## src/rtl/dma_ro_pkg.sv

```systemverilog
package dma_ro_pkg;
  localparam logic [2:0] REG_SRC  = 3'd0;
  localparam logic [2:0] REG_DST  = 3'd1;
  localparam logic [2:0] REG_OFF  = 3'd2;
  localparam logic [2:0] REG_REP  = 3'd3;
  localparam logic [2:0] REG_CNT  = 3'd4;
  localparam logic [2:0] REG_CTRL = 3'd5;
  localparam logic [2:0] REG_CLR  = 3'd6;

  typedef enum logic [1:0] {
    SZ_BYTE = 2'd0,
    SZ_WORD = 2'd1,
    SZ_LONG = 2'd2
  } accSize_e;

  typedef struct packed {
    logic captureRead;
    logic commitXfer;
  } dpStrobe_t;
endpackage

```

## src/rtl/dma_ro_datapath.sv

```systemverilog
module dma_ro_datapath
  import dma_ro_pkg::*;
#(
  parameter int ADDR_W = 32,
  parameter int DATA_W = 32,
  parameter int CNT_W  = 16,
  parameter int REG_W  = 32
) (
  input  logic              clk,
  input  logic              rstN,
  input  logic              regWrEn,
  input  logic [2:0]        regAddr,
  input  logic [REG_W-1:0]  regWrData,
  input  dpStrobe_t         strobe,
  input  logic [1:0]        accSize,
  input  logic [DATA_W-1:0] memRdData,
  output logic [ADDR_W-1:0] srcCur,
  output logic [ADDR_W-1:0] dstCur,
  output logic [DATA_W-1:0] dataLatch,
  output logic              lastXfer,
  output logic              lastInBlock
);
  localparam logic [CNT_W-1:0] CNT_ONE = CNT_W'(1);

  logic [ADDR_W-1:0] srcStart;
  logic [ADDR_W-1:0] offset;
  logic [CNT_W-1:0]  repSize;
  logic [CNT_W-1:0]  repLeft;
  logic [CNT_W-1:0]  cntLeft;
  logic [ADDR_W-1:0] stride;

  always_comb begin
    case (accSize)
      SZ_BYTE: stride = ADDR_W'(1);
      SZ_WORD: stride = ADDR_W'(2);
      default: stride = ADDR_W'(4);
    endcase
  end

  assign lastXfer    = (cntLeft <= CNT_ONE);
  assign lastInBlock = (repLeft <= CNT_ONE);

  always_ff @(posedge clk) begin
    if (!rstN) begin
      srcStart  <= '0;
      srcCur    <= '0;
      dstCur    <= '0;
      offset    <= '0;
      repSize   <= '0;
      repLeft   <= '0;
      cntLeft   <= '0;
      dataLatch <= '0;
    end else begin
      if (regWrEn) begin
        case (regAddr)
          REG_SRC: begin
            srcStart <= regWrData[ADDR_W-1:0];
            srcCur   <= regWrData[ADDR_W-1:0];
          end
          REG_DST: dstCur <= regWrData[ADDR_W-1:0];
          REG_OFF: offset <= regWrData[ADDR_W-1:0];
          REG_REP: begin
            repSize <= regWrData[CNT_W-1:0];
            repLeft <= regWrData[CNT_W-1:0];
          end
          REG_CNT: cntLeft <= regWrData[CNT_W-1:0];
          default: ;
        endcase
      end
      if (strobe.captureRead) dataLatch <= memRdData;
      if (strobe.commitXfer) begin
        cntLeft <= cntLeft - CNT_ONE;
        dstCur  <= dstCur + stride;
        if (lastInBlock) begin
          srcCur  <= srcStart;
          repLeft <= repSize;
        end else begin
          srcCur  <= srcCur + offset;
          repLeft <= repLeft - CNT_ONE;
        end
      end
    end
  end
endmodule

```

## src/rtl/dma_ro_ctrl.sv

```systemverilog
module dma_ro_ctrl
  import dma_ro_pkg::*;
#(
  parameter int REG_W = 32
) (
  input  logic             clk,
  input  logic             rstN,
  input  logic             regWrEn,
  input  logic [2:0]       regAddr,
  input  logic [REG_W-1:0] regWrData,
  input  logic             xferReq,
  input  logic             memReady,
  input  logic             lastXfer,
  input  logic             lastInBlock,
  output logic             memValid,
  output logic             memWrite,
  output dpStrobe_t        strobe,
  output logic [1:0]       accSize,
  output logic             chanEnable,
  output logic             flagRep,
  output logic             flagEnd,
  output logic             irqRepeatEnd,
  output logic             irqXferEnd
);
  typedef enum logic [1:0] {PH_IDLE, PH_READ, PH_WRITE} phase_e;

  phase_e phase;
  logic   maskRep;
  logic   maskEnd;

  assign memValid           = (phase != PH_IDLE);
  assign memWrite           = (phase == PH_WRITE);
  assign strobe.captureRead = (phase == PH_READ) && memReady;
  assign strobe.commitXfer  = (phase == PH_WRITE) && memReady;
  assign irqRepeatEnd       = flagRep & maskRep;
  assign irqXferEnd         = flagEnd & maskEnd;

  always_ff @(posedge clk) begin
    if (!rstN) begin
      phase <= PH_IDLE;
    end else begin
      case (phase)
        PH_IDLE:  if (chanEnable && xferReq) phase <= PH_READ;
        PH_READ:  if (memReady) phase <= PH_WRITE;
        PH_WRITE: if (memReady) phase <= PH_IDLE;
        default:  phase <= PH_IDLE;
      endcase
    end
  end

  always_ff @(posedge clk) begin
    if (!rstN) begin
      chanEnable <= 1'b0;
      accSize    <= SZ_BYTE;
      maskRep    <= 1'b0;
      maskEnd    <= 1'b0;
      flagRep    <= 1'b0;
      flagEnd    <= 1'b0;
    end else begin
      if (regWrEn && regAddr == REG_CTRL) begin
        chanEnable <= regWrData[0];
        accSize    <= regWrData[2:1];
        maskRep    <= regWrData[3];
        maskEnd    <= regWrData[4];
      end
      if (regWrEn && regAddr == REG_CLR) begin
        if (regWrData[0]) flagRep <= 1'b0;
        if (regWrData[1]) flagEnd <= 1'b0;
      end
      if (strobe.commitXfer) begin
        if (lastXfer) begin
          flagEnd    <= 1'b1;
          chanEnable <= 1'b0;
        end else if (lastInBlock) begin
          flagRep    <= 1'b1;
          chanEnable <= 1'b0;
        end
      end
    end
  end
endmodule

```

## src/rtl/dma_repeat_offset_chan.sv

```systemverilog
module dma_repeat_offset_chan
  import dma_ro_pkg::*;
#(
  parameter int ADDR_W = 32,
  parameter int DATA_W = 32,
  parameter int CNT_W  = 16
) (
  input  logic              clk,
  input  logic              rstN,
  input  logic              regWrEn,
  input  logic [2:0]        regAddr,
  input  logic [31:0]       regWrData,
  input  logic              xferReq,
  output logic              memValid,
  output logic              memWrite,
  output logic [1:0]        memSize,
  output logic [ADDR_W-1:0] memAddr,
  output logic [DATA_W-1:0] memWrData,
  input  logic [DATA_W-1:0] memRdData,
  input  logic              memReady,
  output logic              irqRepeatEnd,
  output logic              irqXferEnd
);
  localparam int REG_W = 32;

  dpStrobe_t         strobe;
  logic [1:0]        accSize;
  logic [ADDR_W-1:0] srcCur;
  logic [ADDR_W-1:0] dstCur;
  logic              lastXfer;
  logic              lastInBlock;
  logic              chanEnable;
  logic              flagRep;
  logic              flagEnd;

  dma_ro_ctrl #(.REG_W(REG_W)) ctrl (
    .clk(clk), .rstN(rstN), .regWrEn(regWrEn), .regAddr(regAddr),
    .regWrData(regWrData), .xferReq(xferReq), .memReady(memReady),
    .lastXfer(lastXfer), .lastInBlock(lastInBlock), .memValid(memValid),
    .memWrite(memWrite), .strobe(strobe), .accSize(accSize),
    .chanEnable(chanEnable), .flagRep(flagRep), .flagEnd(flagEnd),
    .irqRepeatEnd(irqRepeatEnd), .irqXferEnd(irqXferEnd)
  );

  dma_ro_datapath #(
    .ADDR_W(ADDR_W), .DATA_W(DATA_W), .CNT_W(CNT_W), .REG_W(REG_W)
  ) dp (
    .clk(clk), .rstN(rstN), .regWrEn(regWrEn), .regAddr(regAddr),
    .regWrData(regWrData), .strobe(strobe), .accSize(accSize),
    .memRdData(memRdData), .srcCur(srcCur), .dstCur(dstCur),
    .dataLatch(memWrData), .lastXfer(lastXfer), .lastInBlock(lastInBlock)
  );

  assign memAddr = memWrite ? dstCur : srcCur;
  assign memSize = accSize;
endmodule

```

## config.mk

```make
export PLATFORM = sky130hd
export DESIGN_NAME = dma_repeat_offset_chan
export DESIGN_NICKNAME = d
export VERILOG_FILES = /design/src/rtl/dma_ro_pkg.sv /design/src/rtl/dma_ro_datapath.sv /design/src/rtl/dma_ro_ctrl.sv /design/src/rtl/dma_repeat_offset_chan.sv
export SDC_FILE = /design/constraint.sdc
export NUM_CORES = 1
export LEC_CHECK = 0
export ABC_AREA = 1
export BUFFER_PORTS_ARGS = -buffer_cell sky130_fd_sc_hd__clkbuf_2
export CAP_MARGIN = 20
export CORE_ASPECT_RATIO = 0.6
export CORE_MARGIN = 2
export CORE_UTILIZATION = 30
export DETAILED_ROUTE_END_ITERATION = 8
export SLEW_MARGIN = 20
export SYNTH_ARGS = -nofsm -noshare
export SYNTH_HDL_FRONTEND = slang
export SYNTH_SLANG_ARGS = --single-unit
```

## constraint.sdc

```tcl
create_clock -name clk -period 2.3 [get_ports clk]
set_clock_uncertainty 0.2 [all_clocks]
set_input_delay 0.575 -clock clk [delete_from_list [all_inputs] [get_ports clk]]
set_output_delay 0.575 -clock clk [all_outputs]
set_load 0.01 [all_outputs]
```

==> key figures <==
Logic synthesis
  – Synth warn: 0
  – Cell accounting for the most synthesized area: dfxtp_1
  – Syn Std Cell Area: 0.0129 mm2
  – Number of synthesized register bits: 217
  – Synth top area share: 33.6%
  – Area contributors post-synth: dfxtp_1, nand2_1, o21ai_0, inv_1, nor2_1
  – Mean post-synth cell area: 6.26 um2
  – Synthesized net count: 2,177
  – Synth unique cells: 39
  – Cell count after synthesis: 2,065
  – Seq/Total Area, Yosys: 33.6%

Global routing
  – Global-route wire length before repair: 80,400 um
  – Largest net degree at the start of global routing: 66
  – Gr ovfl total: 0
  – Vias in the first global route: 13,000
  – Global router's overall resource usage: 23.7%
  – Initial antenna violation count: 1

Detailed routing
  – Routed len/inst: 18.9 um
  – DR vias/cell: 5.07
  – Initial DRC count: 1,460
  – Via count: 14,600
  – DRT Wirelength: 54,700 um
  – Post-route ant nets: 0
  – Drt first pass iters: 5
  – DRC: 0

STA
  – Final WS setup: -0.212 ns
  – RSZ-0062 raised after global routing: yes
  – Slew HR: 61.7%
  – Final Cycle Share: 109%
  – Min Hold Slack: 0.0909 ns
  – Fin. max-slew vios: 0
  – Slew @ Worst Pin: 0.574 ns
  – Final Hold Vio Count: 0
  – Setup Viol. Count Final: 41
  – Min cycle time layout: 2.51 ns
  – Achievable Freq: 398 MHz

Floorplanning
  – I/O pin count: 142
  – Core ar.: 0.0422 mm2
  – Total die area: 0.0448 mm2
  – DIE WIDTH: 272 um
  – Initial Util: 30.6%
  – Die Height: 165 um
  – Row count: 58

Critical path
  – Slowest cell on crit path: dfxtp_2
  – Worst path depth: 6
  – Reg-to-reg slack, setup: -0.13 ns
  – CP bufs+invs: 4
  – Worst Reg-to-Reg Cells: 13
  – Worst setup EP type: primary output
  – CP Class: register to primary output
  – Cell Chain, Critical Path: inv_4 > nor2_4 > inv_8 > buf_16 > o21ai_2 > buf_4
  – Critical Path AT: 1.74 ns
  – CP Max Fanout: 8
  – Critical path startpoint category: register
  – Crit-path max cell delay: 0.34 ns
  – CP required: 1.52 ns
  – CP top delay family: buffers and inverters

Run status
  – Status: finished with violations
  – Failing checks: negative setup slack

Clock network
  – Clock buffer depth: 3
  – CTS buffer count: 24
  – CTS tree: done
  – H-tree Lvls: 1
  – CTS sink count: 217
  – Worst skew pair latency: 0.55 ns
  – Clock root cell: clkbuf_16
  – CTS Hold Bufs: 0
  – Reg clk slew, reported paths: 0.06 ns

Placed design
  – Placement Cell Area: 0.0153 mm2
  – IO Port Bufs: 141
  – Final Wtd Congestion: 0.935
  – DP Worst Slack: -0.184 ns
  – DPL Wire Length: 42,400 um

Power and ir drop
  – PwrDens: 556 mW/mm2
  – Total Power: 9.46 mW
  – Peak supply drop: 0.499 mV
  – Leakage power: 7.77 nW

Layout
  – # fillers: 4,432
  – Layout area overhead: 31.8%
  – Antenna Cells: 0
  – Final nets: 2,411
  – Final core occ: 40.4%
  – Share of layout cells above drive strength 1: 21.5%
  – Fin area: 0.0170 mm2

Run
  – Max cap viols: 0

Hold path
  – Worst hold stages: 3
  – Hold Path Class: input pin to register
## per-stage QoR
| step | TNS, ns | instances |
|---|---|---|
| after global placement | -0.767 | 2833 |
| after floorplan | 0 | 2065 |
| final | -5.17 | 2885 |
| after global routing | -8.14 | 2885 |
| after detailed placement | -1.15 | 2833 |
| after CTS | -5.27 | 2883 |
## sequential cells by signal, indices dropped and copies added (netlist names), 16 cells and up
register / cells
dp.dataLatch: 32
dp.dstCur: 32
dp.offset: 32
dp.srcCur: 32
dp.srcStart: 32
dp.cntLeft: 16
dp.repLeft: 16
dp.repSize: 16
## worst min-delay path, cell delays in order
cell,delay [ns]
clkbuf_2,0.08
nand4_1,0.08
a21oi_1,0.06
## report_power, final
group          internal (mW)  leakage [nW]  switching (mW)  total [mW]
clock                   2.48         0.403            1.69        4.16
combinational          0.496          5.60           0.845        1.34
sequential              3.87          1.76          0.0880        3.96
total                   6.84          7.77            2.62        9.46
## final timing paths
| path | end | from |
|---|---|---|
| worst max register to register | dp.dstCur[30] | ctrl.accSize[0] |
| worst min-delay path | ctrl.phase[0] | xferReq |
| worst max-delay path | memAddr[30] | ctrl.phase[1] |
| worst min register to register | dp.dataLatch[3] | dp.dataLatch[3] |
## placed cells by master (no fill, tap or decap), types with 26 or more instances in the layout
cell type  instances
buf_4            127
nor2_1           232
a21oi_1          144
clkbuf_2         114
dfxtp_1          210
nor3_1            26
o21ai_0          208
inv_1            271
nand2_1          443
nand2_2           33
clkbuf_16         27
a31oi_1           35
nand3_1           98
## area by class of cell
class / count / area (um2) / area share, %
inverters: 287 / 1090 / 6.41
multi-input cells: 1475 / 7780 / 45.7
repair buffers: 294 / 2270 / 13.3
well taps: 570 / 713 / 4.19
clock buffers: 37 / 721 / 4.23
flip-flops and latches: 217 / 4350 / 25.6
clock inverters: 5 / 100 / 0.588
## repair_timing
item,CTS,global route
setup endpoints to repair,48,89
cloned,2,2
pin swaps,7,21
setup buffers,6,6
resized for setup,70,185
## Yosys cell counts
library cell / count
a211oi_1: 2
a21o_1: 1
a21oi_1: 155
a221oi_1: 1
a22oi_1: 4
a2bb2oi_1: 11
a31oi_1: 35
and2_1: 1
buf_1: 2
buf_2: 21
buf_4: 1
clkbuf_1: 62
dfxtp_1: 217
fa_1: 2
ha_1: 38
inv_1: 280
inv_2: 7
nand2_1: 493
nand2_2: 1
nand3_1: 112
nand3b_1: 3
nand4_1: 17
nor2_1: 244
nor2_2: 4
nor2_4: 2
nor2_8: 1
nor3_1: 28
nor3b_1: 1
nor4_1: 4
o211ai_1: 12
o21ai_0: 235
o21ai_1: 12
o21bai_1: 9
o22ai_1: 4
o31a_1: 1
o31ai_1: 1
or2_2: 11
xnor2_1: 9
xor2_1: 21
## metal layers
layer	GRT usage, %	vias up	share of wire (%)
met5	0	-	0
met4	4.77	0	1.8
met3	7.95	48	12
met2	30.6	609	37
met1	36.7	6813	49
li1	-	7147	-
## cells by family (layout without fill, tap and decap cells)
group	after synthesis	after routing	share of synthesized area, %
AO/OA/AOI/OAI	483	483	20.0
XOR/XNOR	30	30	2.03
adder cells (fa/ha/maj)	40	40	3.99
buffers and inverters	373	623	11.1
flip-flops	217	217	33.6
AND/OR/NAND/NOR	922	922	29.2
Note: power is estimated with default switching activity, not from simulation.
